--- src/rtl/pxdiv_pkg.sv ---
package pxdiv_pkg;
   // default geometry of the divider
   localparam int PXD_DIV_W   = 12;
   localparam int PXD_FRAC_W  = 4;
   localparam int PXD_DIV_MIN = 64;
   localparam int PXD_DIV_MAX = 4095;
   // falling point carries two fraction bits (quarter cycles)
   localparam int PXD_EDGE_FRAC = 2;
endpackage

--- src/rtl/pxdiv_clamp.sv ---
module pxdiv_clamp #(
   parameter int W  = 12,
   parameter int LO = 64,
   parameter int HI = 4095
) (
   input  logic [W-1:0] raw,
   output logic [W-1:0] lim
);
   localparam logic [W-1:0] LO_V = W'(LO);
   localparam logic [W-1:0] HI_V = W'(HI);

   generate
      if (HI < (2**W) - 1) begin : g_both
         always_comb begin
            if (raw < LO_V)      lim = LO_V;
            else if (raw > HI_V) lim = HI_V;
            else                 lim = raw;
         end
      end else begin : g_low_only
         always_comb lim = (raw < LO_V) ? LO_V : raw;
      end
   endgenerate
endmodule

--- src/rtl/pxdiv_phase.sv ---
module pxdiv_phase #(
   parameter int DIV_W   = 12,
   parameter int FRAC_W  = 4,
   parameter int DIV_MIN = 64
) (
   input  logic             clk,
   input  logic             rst_n,
   input  logic [DIV_W-1:0] div_lim,
   output logic             wrap,
   output logic [DIV_W:0]   ph_nxt,
   output logic             en_q
);
   localparam int PH_W = DIV_W + 1;
   localparam logic [PH_W-1:0] STEP = PH_W'(2**FRAC_W);

   logic [PH_W-1:0]  ph_q;
   logic [DIV_W-1:0] cur_q;

   always_comb begin
      ph_nxt = ph_q + STEP;
      wrap   = (ph_nxt >= {1'b0, cur_q});
   end

   always_ff @(posedge clk or negedge rst_n) begin
      if (!rst_n) begin
         ph_q  <= '0;
         cur_q <= DIV_W'(DIV_MIN);
         en_q  <= 1'b0;
      end else begin
         en_q <= wrap;
         if (wrap) begin
            ph_q  <= ph_nxt - {1'b0, cur_q};
            cur_q <= div_lim;
         end else begin
            ph_q  <= ph_nxt;
         end
      end
   end
endmodule

--- src/rtl/pxdiv_wave.sv ---
module pxdiv_wave #(
   parameter int PH_W     = 13,
   parameter int FALL_W   = 10,
   parameter int Q_SH     = 2,
   parameter int FALL_RST = 7
) (
   input  logic              clk,
   input  logic              rst_n,
   input  logic              wrap,
   input  logic [PH_W-1:0]   ph_nxt,
   input  logic [FALL_W-1:0] fall_in,
   output logic              clk_q
);
   logic [FALL_W-1:0] fall_q;
   logic [FALL_W:0]   thresh;
   logic [PH_W-1:0]   th_ph;
   logic              low_hit;

   always_comb begin
      thresh  = {1'b0, fall_q} + 1'b1;
      th_ph   = PH_W'(thresh) << Q_SH;
      low_hit = (ph_nxt >= th_ph);
   end

   always_ff @(posedge clk or negedge rst_n) begin
      if (!rst_n) begin
         clk_q  <= 1'b0;
         fall_q <= FALL_W'(FALL_RST);
      end else if (wrap) begin
         clk_q  <= 1'b1;
         fall_q <= fall_in;
      end else if (low_hit) begin
         clk_q  <= 1'b0;
      end
   end
endmodule

--- src/rtl/pix_clk_frac_div.sv ---
module pix_clk_frac_div
   import pxdiv_pkg::*;
#(
   parameter int DIV_W   = PXD_DIV_W,
   parameter int FRAC_W  = PXD_FRAC_W,
   parameter int DIV_MIN = PXD_DIV_MIN,
   parameter int DIV_MAX = PXD_DIV_MAX
) (
   input  logic                          clk_src,
   input  logic                          rst_n,
   input  logic [DIV_W-1:0]              div_cfg,
   input  logic [DIV_W-FRAC_W+1:0]       fall_cfg,
   output logic                          pix_en,
   output logic                          pix_clk
);
   localparam int PH_W     = DIV_W + 1;
   localparam int FALL_W   = DIV_W - FRAC_W + PXD_EDGE_FRAC;
   localparam int Q_SH     = FRAC_W - PXD_EDGE_FRAC;
   localparam int FALL_RST = (DIV_MIN >> (FRAC_W - 1)) - 1;

   generate
      if (FRAC_W < PXD_EDGE_FRAC) begin : g_bad_frac
         $error("FRAC_W must be at least the edge fraction width");
      end
      if (DIV_MIN < 2 * (2**FRAC_W)) begin : g_bad_min
         $error("DIV_MIN must span at least two source cycles");
      end
      if (DIV_MAX > (2**DIV_W) - 1 || DIV_MAX < DIV_MIN) begin : g_bad_max
         $error("DIV_MAX out of range");
      end
   endgenerate

   logic [DIV_W-1:0] div_lim;
   logic             wrap;
   logic [PH_W-1:0]  ph_nxt;

   pxdiv_clamp #(.W(DIV_W), .LO(DIV_MIN), .HI(DIV_MAX)) clamp_i (
      .raw (div_cfg),
      .lim (div_lim)
   );

   pxdiv_phase #(.DIV_W(DIV_W), .FRAC_W(FRAC_W), .DIV_MIN(DIV_MIN)) phase_i (
      .clk     (clk_src),
      .rst_n   (rst_n),
      .div_lim (div_lim),
      .wrap    (wrap),
      .ph_nxt  (ph_nxt),
      .en_q    (pix_en)
   );

   pxdiv_wave #(.PH_W(PH_W), .FALL_W(FALL_W), .Q_SH(Q_SH), .FALL_RST(FALL_RST)) wave_i (
      .clk     (clk_src),
      .rst_n   (rst_n),
      .wrap    (wrap),
      .ph_nxt  (ph_nxt),
      .fall_in (fall_cfg),
      .clk_q   (pix_clk)
   );
endmodule

--- config.mk ---
export PLATFORM = sky130hd
export DESIGN_NAME = pix_clk_frac_div
export DESIGN_NICKNAME = d
export VERILOG_FILES = /design/src/rtl/pxdiv_pkg.sv /design/src/rtl/pxdiv_clamp.sv /design/src/rtl/pxdiv_phase.sv /design/src/rtl/pxdiv_wave.sv /design/src/rtl/pix_clk_frac_div.sv
export SDC_FILE = /design/constraint.sdc
export NUM_CORES = 1
export LEC_CHECK = 0
export ABC_AREA = 1
export BUFFER_PORTS_ARGS = -buffer_cell sky130_fd_sc_hd__buf_2
export CAP_MARGIN = 10
export CELL_PAD_IN_SITES_DETAIL_PLACEMENT = 2
export CELL_PAD_IN_SITES_GLOBAL_PLACEMENT = 2
export CORE_ASPECT_RATIO = 1.2
export CORE_MARGIN = 5
export CORE_UTILIZATION = 38
export CTS_CLUSTER_SIZE = 10
export DETAILED_ROUTE_END_ITERATION = 8
export GPL_TIMING_DRIVEN = 0
export HOLD_SLACK_MARGIN = 0.05
export PLACE_DENSITY = 0.92
export SETUP_SLACK_MARGIN = 0.4
export SYNTH_ARGS = -nofsm -noshare
export SYNTH_HDL_FRONTEND = slang
export SYNTH_SLANG_ARGS = --single-unit
--- constraint.sdc ---
create_clock -name clk_src -period 4 [get_ports clk_src]
set_clock_uncertainty 0.1 [all_clocks]
set_input_delay 0.8 -clock clk_src [delete_from_list [all_inputs] [get_ports clk_src]]
set_output_delay 0.8 -clock clk_src [all_outputs]
set_load 0.01 [all_outputs]
==> results of run 1 <==
report_power, final:
| group | internal [mW] | switching, mW |
|---|---|---|
| clock network | 0.248 | 0.154 |
| logic | 0.00832 | 0.0135 |
| registers | 0.374 | 0 |
metrics by stage:
step	cells	util [%]	hold slack [ps]	cell area [µm²]
global placement	474	41.7	397	3000
detailed placement	474	41.7	400	3000
global route	482	43.6	453	3130
floorplan	359	-	374	2760
CTS	482	43.6	425	3130
finish	482	43.6	425	3130
sequential cells by signal, summed over array words and instances (netlist names):
signal	cells
phase_i.ph_q	13
phase_i.cur_q	12
wave_i.clk_q	1
wave_i.fall_q	10
phase_i.en_q	1
layout make-up:
cell class,count,area share (%)
flip-flops and latches,37,29.7
repair buffers,25,4.00
plain buffers,6,2.44
clock buffers,5,2.20
inverters,53,6.35
clock inverters,3,2.08
multi-input cells,263,49.6
well taps,90,3.60
final timing paths:
path / end / slack [ps] / start
hold reg to reg: phase_i.cur_q[1] / 420 / phase_i.cur_q[1]
setup / recovery: phase_i.ph_q[3] / 730 / phase_i.ph_q[6]
max in group asynchronous: phase_i.ph_q[6] / 2720 / rst_n
hold / removal: phase_i.cur_q[1] / 420 / phase_i.cur_q[1]
min in group asynchronous: phase_i.ph_q[12] / 510 / rst_n
setup reg to reg: phase_i.ph_q[3] / 730 / phase_i.ph_q[6]
placed cells by master (no fill, tap or decap), types with 2 or more instances in the layout:
cell type,netlist,final
nand2_1,104,104
inv_1,51,51
dfrtp_1,33,33
nand3_1,27,27
buf_2,1,26
ha_1,22,22
nor2_1,18,18
xor2_1,12,12
o21ai_0,11,11
o21ai_2,10,10
a21oi_1,9,9
nand4_1,8,8
nand3_2,7,7
nand2_2,7,7
xnor2_1,6,6
nor3_1,5,5
clkbuf_8,0,5
dfstp_2,4,4
o21bai_1,3,3
nor2_2,2,2
a21o_1,2,2
inv_2,2,2
buf_12,2,2
a31oi_1,2,2
or2_2,2,2
bufinv_16,0,2
cell families (layout without fill, tap and decap cells):
logic type | after synthesis | after routing | share of synthesized area [%]
AOI/OAI and AO/OA | 38 | 38 | 8.88
xor gates and xnor gates | 18 | 18 | 5.71
adders and majority gates | 23 | 23 | 10.7
buffers and inverters | 59 | 92 | 9.97
DFF | 37 | 37 | 33.7
and+or+nand+nor | 184 | 184 | 31.0
routing by layer:
layer  global-route usage [%]  part of all wire, %  vias up
met5                        0                    0        -
met4                     7.20                  2.3        0
met3                     3.33                  2.1       17
met2                     47.7                   57       42
met1                     25.6                   38     1292
li1                         -                    -     1213
worst reg2reg max path, cell delays in order (launching register included):
cell and delay, ps:
dfrtp_1 480, nand3_1 200, nor2_1 220, nand2_1 100, xor2_1 140, inv_1 110
ha_1 400, nand3_1 110, nor2_1 140, nand4_1 220, nor2_4 220, nor2_8 80
nand2_4 100, buf_12 150, buf_6 170, nand2_1 90, nand2_1 150
==> metrics.txt, run 1 <==
outcome=completed; GRT overflow=0; vias in the first global route=~3000; initial antenna violation count=0; delay-heaviest family, CP=simple AND/OR/NAND/NOR gates; CTS tree=yes; EDFF count, synth=0; # setup viols final=0; Arrival @ worst endpoint=approximately 3400 ps; Setup TNS=0 ps; initial core utilization=about two fifths; Worst Reg-to-Reg Cells=16; Rel. slew slack=between 40% and 50%; gp weighted congestion=roughly 0.83; cell count after synthesis=around 360; Crit Path Class=flop to flop; Die Ht=103 µm; most area-consuming cells after synthesis=dfrtp_1 (30%), nand2_1 (14%), ha_1 (10%); PD cells=between 200 and 300 nW/µm²; worst hold stages=2; Most used DFF post-synth=dfrtp_1; clk_lat worst skew=around 300 ps; Mapped Area=about 2800 µm²; Synth top area share=around 30%; Crit path buffers/inverters=3; drt via density=roughly 5.3; DR iter-0 viols=between 80 and 90; Max Cap Violations=0; Final Cycle Share=about four fifths; Sink Count=37; ys async rst share=between 90% and 100%; Worst path slowest cell=dfrtp_1; GRT Overall Usage=about a quarter; vias=between 2000 and 3000; CP required=about 4100 ps; Critical Path Sink Type=flop; post-synthesis sequential area ratio=33.7%; layout cells sized above 1=roughly a fifth; post-synth top area cell=dfrtp_1; post-CTS setup buffers=0; post-synthesis cell type count=33; Critical Path Max Stage Delay=480 ps; Post-CTS Hold Buffers=0; Worst-path clk slew=approximately 80 ps; Slew @ Worst Pin=892 ps; area of the multi-input gates=~1600 µm²; RSZ-0062 raised after global routing=no; Top Ports=26; syn avg cell area=between 7 and 8 µm²; DR WL/cell=21.0 µm; Post-DRT Antenna Nets=0; Max Freq=about 310 MHz; HP Class=flop to flop; CP dominant cell by count=nand2_1; leakage=about 1.8 nW; fillers=slightly above 800; drt drc=0; Synthesis Warnings=0; core area=between 7000 and 8000 µm²; top post-synthesis cells by count=nand2_1 (104), inv_1 (51), dfrtp_1 (33); die footprint=between 9000 and 10000 µm²; CTS buffer count=5; Die W=between 80 and 90 µm; # port buffers=25; 1st-pass router iterations=4; VDD IR max=roughly 0.00015 V; final setup margin=726 ps; Net Count, Synth=between 400 and 500; Root Buffer=clkbuf_8; pre-CTS setup slack=868 ps; floorplan row count=34; Final Hold Vio Count=0; count leader, synth=nand2_1; stages on the worst setup path=16; cells along the critical path=nand3_1 -> nor2_1 -> nand2_1 -> xor2_1 -> inv_1 -> ha_1 -> nand3_1 -> nor2_1 -> nand4_1 -> nor2_4 -> nor2_8 -> nand2_4 -> buf_12 -> buf_6 -> nand2_1 -> nand2_1; P&R area growth vs syn=13.5%; Post-CTS Resized=0; critical path startpoint category=flop; CP Max Fanout=10; Final Net Count=approximately 440; Routed Wire Length=~10000 µm; Tot Pwr=roughly 0.8 mW; register area=approximately 930 µm²; CTS max path bufs=2; H-tree Lvls=2; Diodes inserted=0; min cycle time layout=between 3000 and 4000 ps; dpl hpwl=about 7500 µm; max-slew violation count=0; Seq cells post-synth=37; largest net degree at the start of global routing=38; first-pass GRT wire length=approximately 16000 µm
Power figures use the tool's default switching activity.
==> inputs of run 2 (changes only) <==
Settings changed: CORE_UTILIZATION 38 to 35, PLACE_DENSITY 0.92 to 0.86.
Clock period 4 ns to 3.23 ns, I/O delays scaled along.
==> run 2 against run 1 <==
Final cell count up 2.3%. First-iteration DRC count decreased by 8.6%. Clock power decreased by 20%. Sequential share of layout area shrank 1.4 points. Final area up 5.5%. Non-clock buffer count is 9 higher. Register-to-register slack lost 350 ps. Largest cell class unchanged. Largest power group is now sequential cells.
==> metrics.txt, run 2 (synthesized netlist as in run 1, its figures left out) <==
outcome=completed; Biggest register=phase_i.ph_q; most frequent cells in the layout=nand2_1 (103), inv_1 (50), dfrtp_1 (30); clock share of power=39.7% (-11 points); 1st-pass router iterations=4 (unchanged); initial core utilization=35.8% (-2.6 points); layout cells sized above 1=25.9% (+6.5 points); Slew @ Worst Pin=895 ps (+2.55 ps); vias in the first global route=2891 (-5.1%); first-pass GRT wire length=14300 µm (-11%); H-tree Lvls=2 (unchanged); crit path from=phase_i.ph_q[5]; CTS buffer count=5 (unchanged); worst flop-to-flop path endpoint=phase_i.ph_q[7]; Sw Share=22.7% (+1.7 points); Max Freq=350 MHz (+15%); # setup viols final=0 (unchanged); Final Hold Vio Count=0 (unchanged); RSZ-0062 raised after global routing=no; GRT overflow=0 (unchanged); Die W=91.1 µm (+3.7%); Max Cap Violations=0 (unchanged); Final Net Count=447 (+2.1%); sequential share of power=57.1% (+10 points); Worst Reg-to-Reg Cells=16 (unchanged); Gate power share=3.2% (+0.5 points); die footprint=9770 µm² (+7.7%); hold slack=374 ps (-50.6 ps); min cycle time layout=2850 ps (-421 ps); drt via density=5.25 (-1.3%); delay-heaviest family, CP=simple AND/OR/NAND/NOR gates; initial antenna violation count=0 (unchanged); Critical Path Sink Type=flop; commonest non-fill, non-tap cell in the layout=nand2_1; drt drc=0 (unchanged); HP Class=primary input to asynchronous set/reset pin; Post-CTS Hold Buffers=0 (unchanged); floorplan row count=35 (+2.9%); Crit path buffers/inverters=3 (unchanged); # port buffers=25 (unchanged); Die Ht=107 µm (+3.8%); Top Registers=phase_i.ph_q (13), phase_i.cur_q (12), wave_i.fall_q (10); final setup margin=377 ps (-349 ps); Crit Path Class=flop to flop; Arrival @ worst endpoint=2930 ps (-460 ps); CTS tree=yes; VDD IR max=0.000208 V (+38%); Worst-path clk slew=70 ps (about the same); gp weighted congestion=0.790 (-4.6%); P&R area growth vs syn=19.7%; stages on the worst setup path=16 (unchanged); largest net degree at the start of global routing=38 (unchanged); Critical Path Max Stage Delay=460 ps (-20 ps); Final Cycle Share=88.3% (+6.5 points); critical path startpoint category=flop; Top Ports=26 (unchanged); Reg2Reg Setup Slack=380 ps (-350 ps); critical path capture point=phase_i.ph_q[7]; CP required=3310 ps (-810 ps); Diodes inserted=0 (unchanged); GRT Overall Usage=18.4% (-5.5 points); Rel. slew slack=40.3% (-0.17 points); Root Buffer=clkbuf_8; pre-CTS setup slack=143 ps (-725 ps); max-slew violation count=0 (unchanged); cells along the critical path=ha_4 -> nand3_4 -> o21bai_1 -> nand2_2 -> inv_2 -> ha_4 -> a21oi_2 -> nor2_1 -> nor2_1 -> nand2_2 -> nor2_8 -> nand2_4 -> buf_12 -> buf_12 -> nand2_2 -> o21ai_2; CP dominant cell by count=nand2_2; PD cells=245 nW/µm² (-3.6%); leakage=1.77 nW (+0.39%); max reg flops=13 (unchanged); CP Max Fanout=10 (unchanged); Worst path slowest cell=dfrtp_1; clk_lat worst skew=290 ps (about the same); Post-DRT Antenna Nets=0 (unchanged); Pint=0.627 mW (-0.52%); dpl hpwl=6740 µm (-10%); Tot Pwr=0.811 mW (+1.7%); CTS max path bufs=2 (unchanged); Setup TNS=0 ps (unchanged); vias=2589 (+0.98%); DR iter-0 viols=74 (-8.6%); Sink Count=37 (unchanged); core area=7710 µm² (+7.2%); NetSw=0.184 mW (+10%); DR WL/cell=19.8 µm (-5.6%); reg2reg start=phase_i.ph_q[5]; Routed Wire Length=9760 µm (-3.4%)
run 2: timing repair:
| item | 4_1_cts | 5_1_grt |
|---|---|---|
| endpoints found under the setup margin | 37 | 37 |
| pin swaps | 1 | 9 |
| buffers inserted | 2 | 7 |
| gates resized for setup | 6 | 26 |
run 2: worst register-to-register path, delay by kind of cell, from the launching register on:
kind / cells / cell delay (ps)
simple gates: 8 / 880
flops: 1 / 460
compound gates: 3 / 450
buf+inv: 3 / 440
fa+ha+maj: 2 / 420
run 2: worst min path at each step:
| stage | to | slack, ps | cells past startpoint |
|---|---|---|---|
| final | phase_i.ph_q[12] | 370 | 1 |
| after global routing | phase_i.ph_q[12] | 430 | 1 |
| after CTS | wave_i.fall_q[9] | 390 | 1 |
| after detailed placement | phase_i.cur_q[4] | 400 | 2 |
| after global placement | phase_i.cur_q[3] | 400 | 2 |
| after floorplan | phase_i.cur_q[0] | 250 | 0 |
run 2: power groups by stage:
stage               Combinational, mW  Clock (mW)  Sequential (mW)
floorplan                     0.00124           0            0.472
global placement               0.0257           0            0.472
detailed placement             0.0262           0            0.472
CTS                            0.0264       0.322            0.463
global route                   0.0293       0.354            0.463
finish                         0.0259       0.322            0.463
run 2: final cells by class:
| cell class | instances | area, µm² |
|---|---|---|
| flip-flops and latches | 37 | 935 |
| repair buffers | 34 | 193 |
| plain buffers | 6 | 87.6 |
| fillers | 919 | 4400 |
| well taps | 92 | 115 |
| clock buffers | 8 | 80.1 |
| inverters | 53 | 199 |
| multi-input cells | 263 | 1700 |
run 2: metrics by stage:
| step | cells | area (µm²) | util, % |
|---|---|---|---|
| 4_1_cts | 486 | 3120 | 40.5 |
| 3_3_place_gp | 476 | 3000 | 38.9 |
| 3_5_place_dp | 476 | 3000 | 38.9 |
| 5_1_grt | 493 | 3300 | 42.9 |
| 6_report | 493 | 3300 | 42.9 |
| 2_1_floorplan | 359 | 2760 | - |
run 2: layer usage:
metal / up-vias / GRT usage, % / share of wire, %
met5: - / 0 / 0
met4: 0 / 4.30 / 3.2
met3: 24 / 2.66 / 2.4
met2: 46 / 36.5 / 57
met1: 1289 / 20.2 / 37
li1: 1230 / - / -
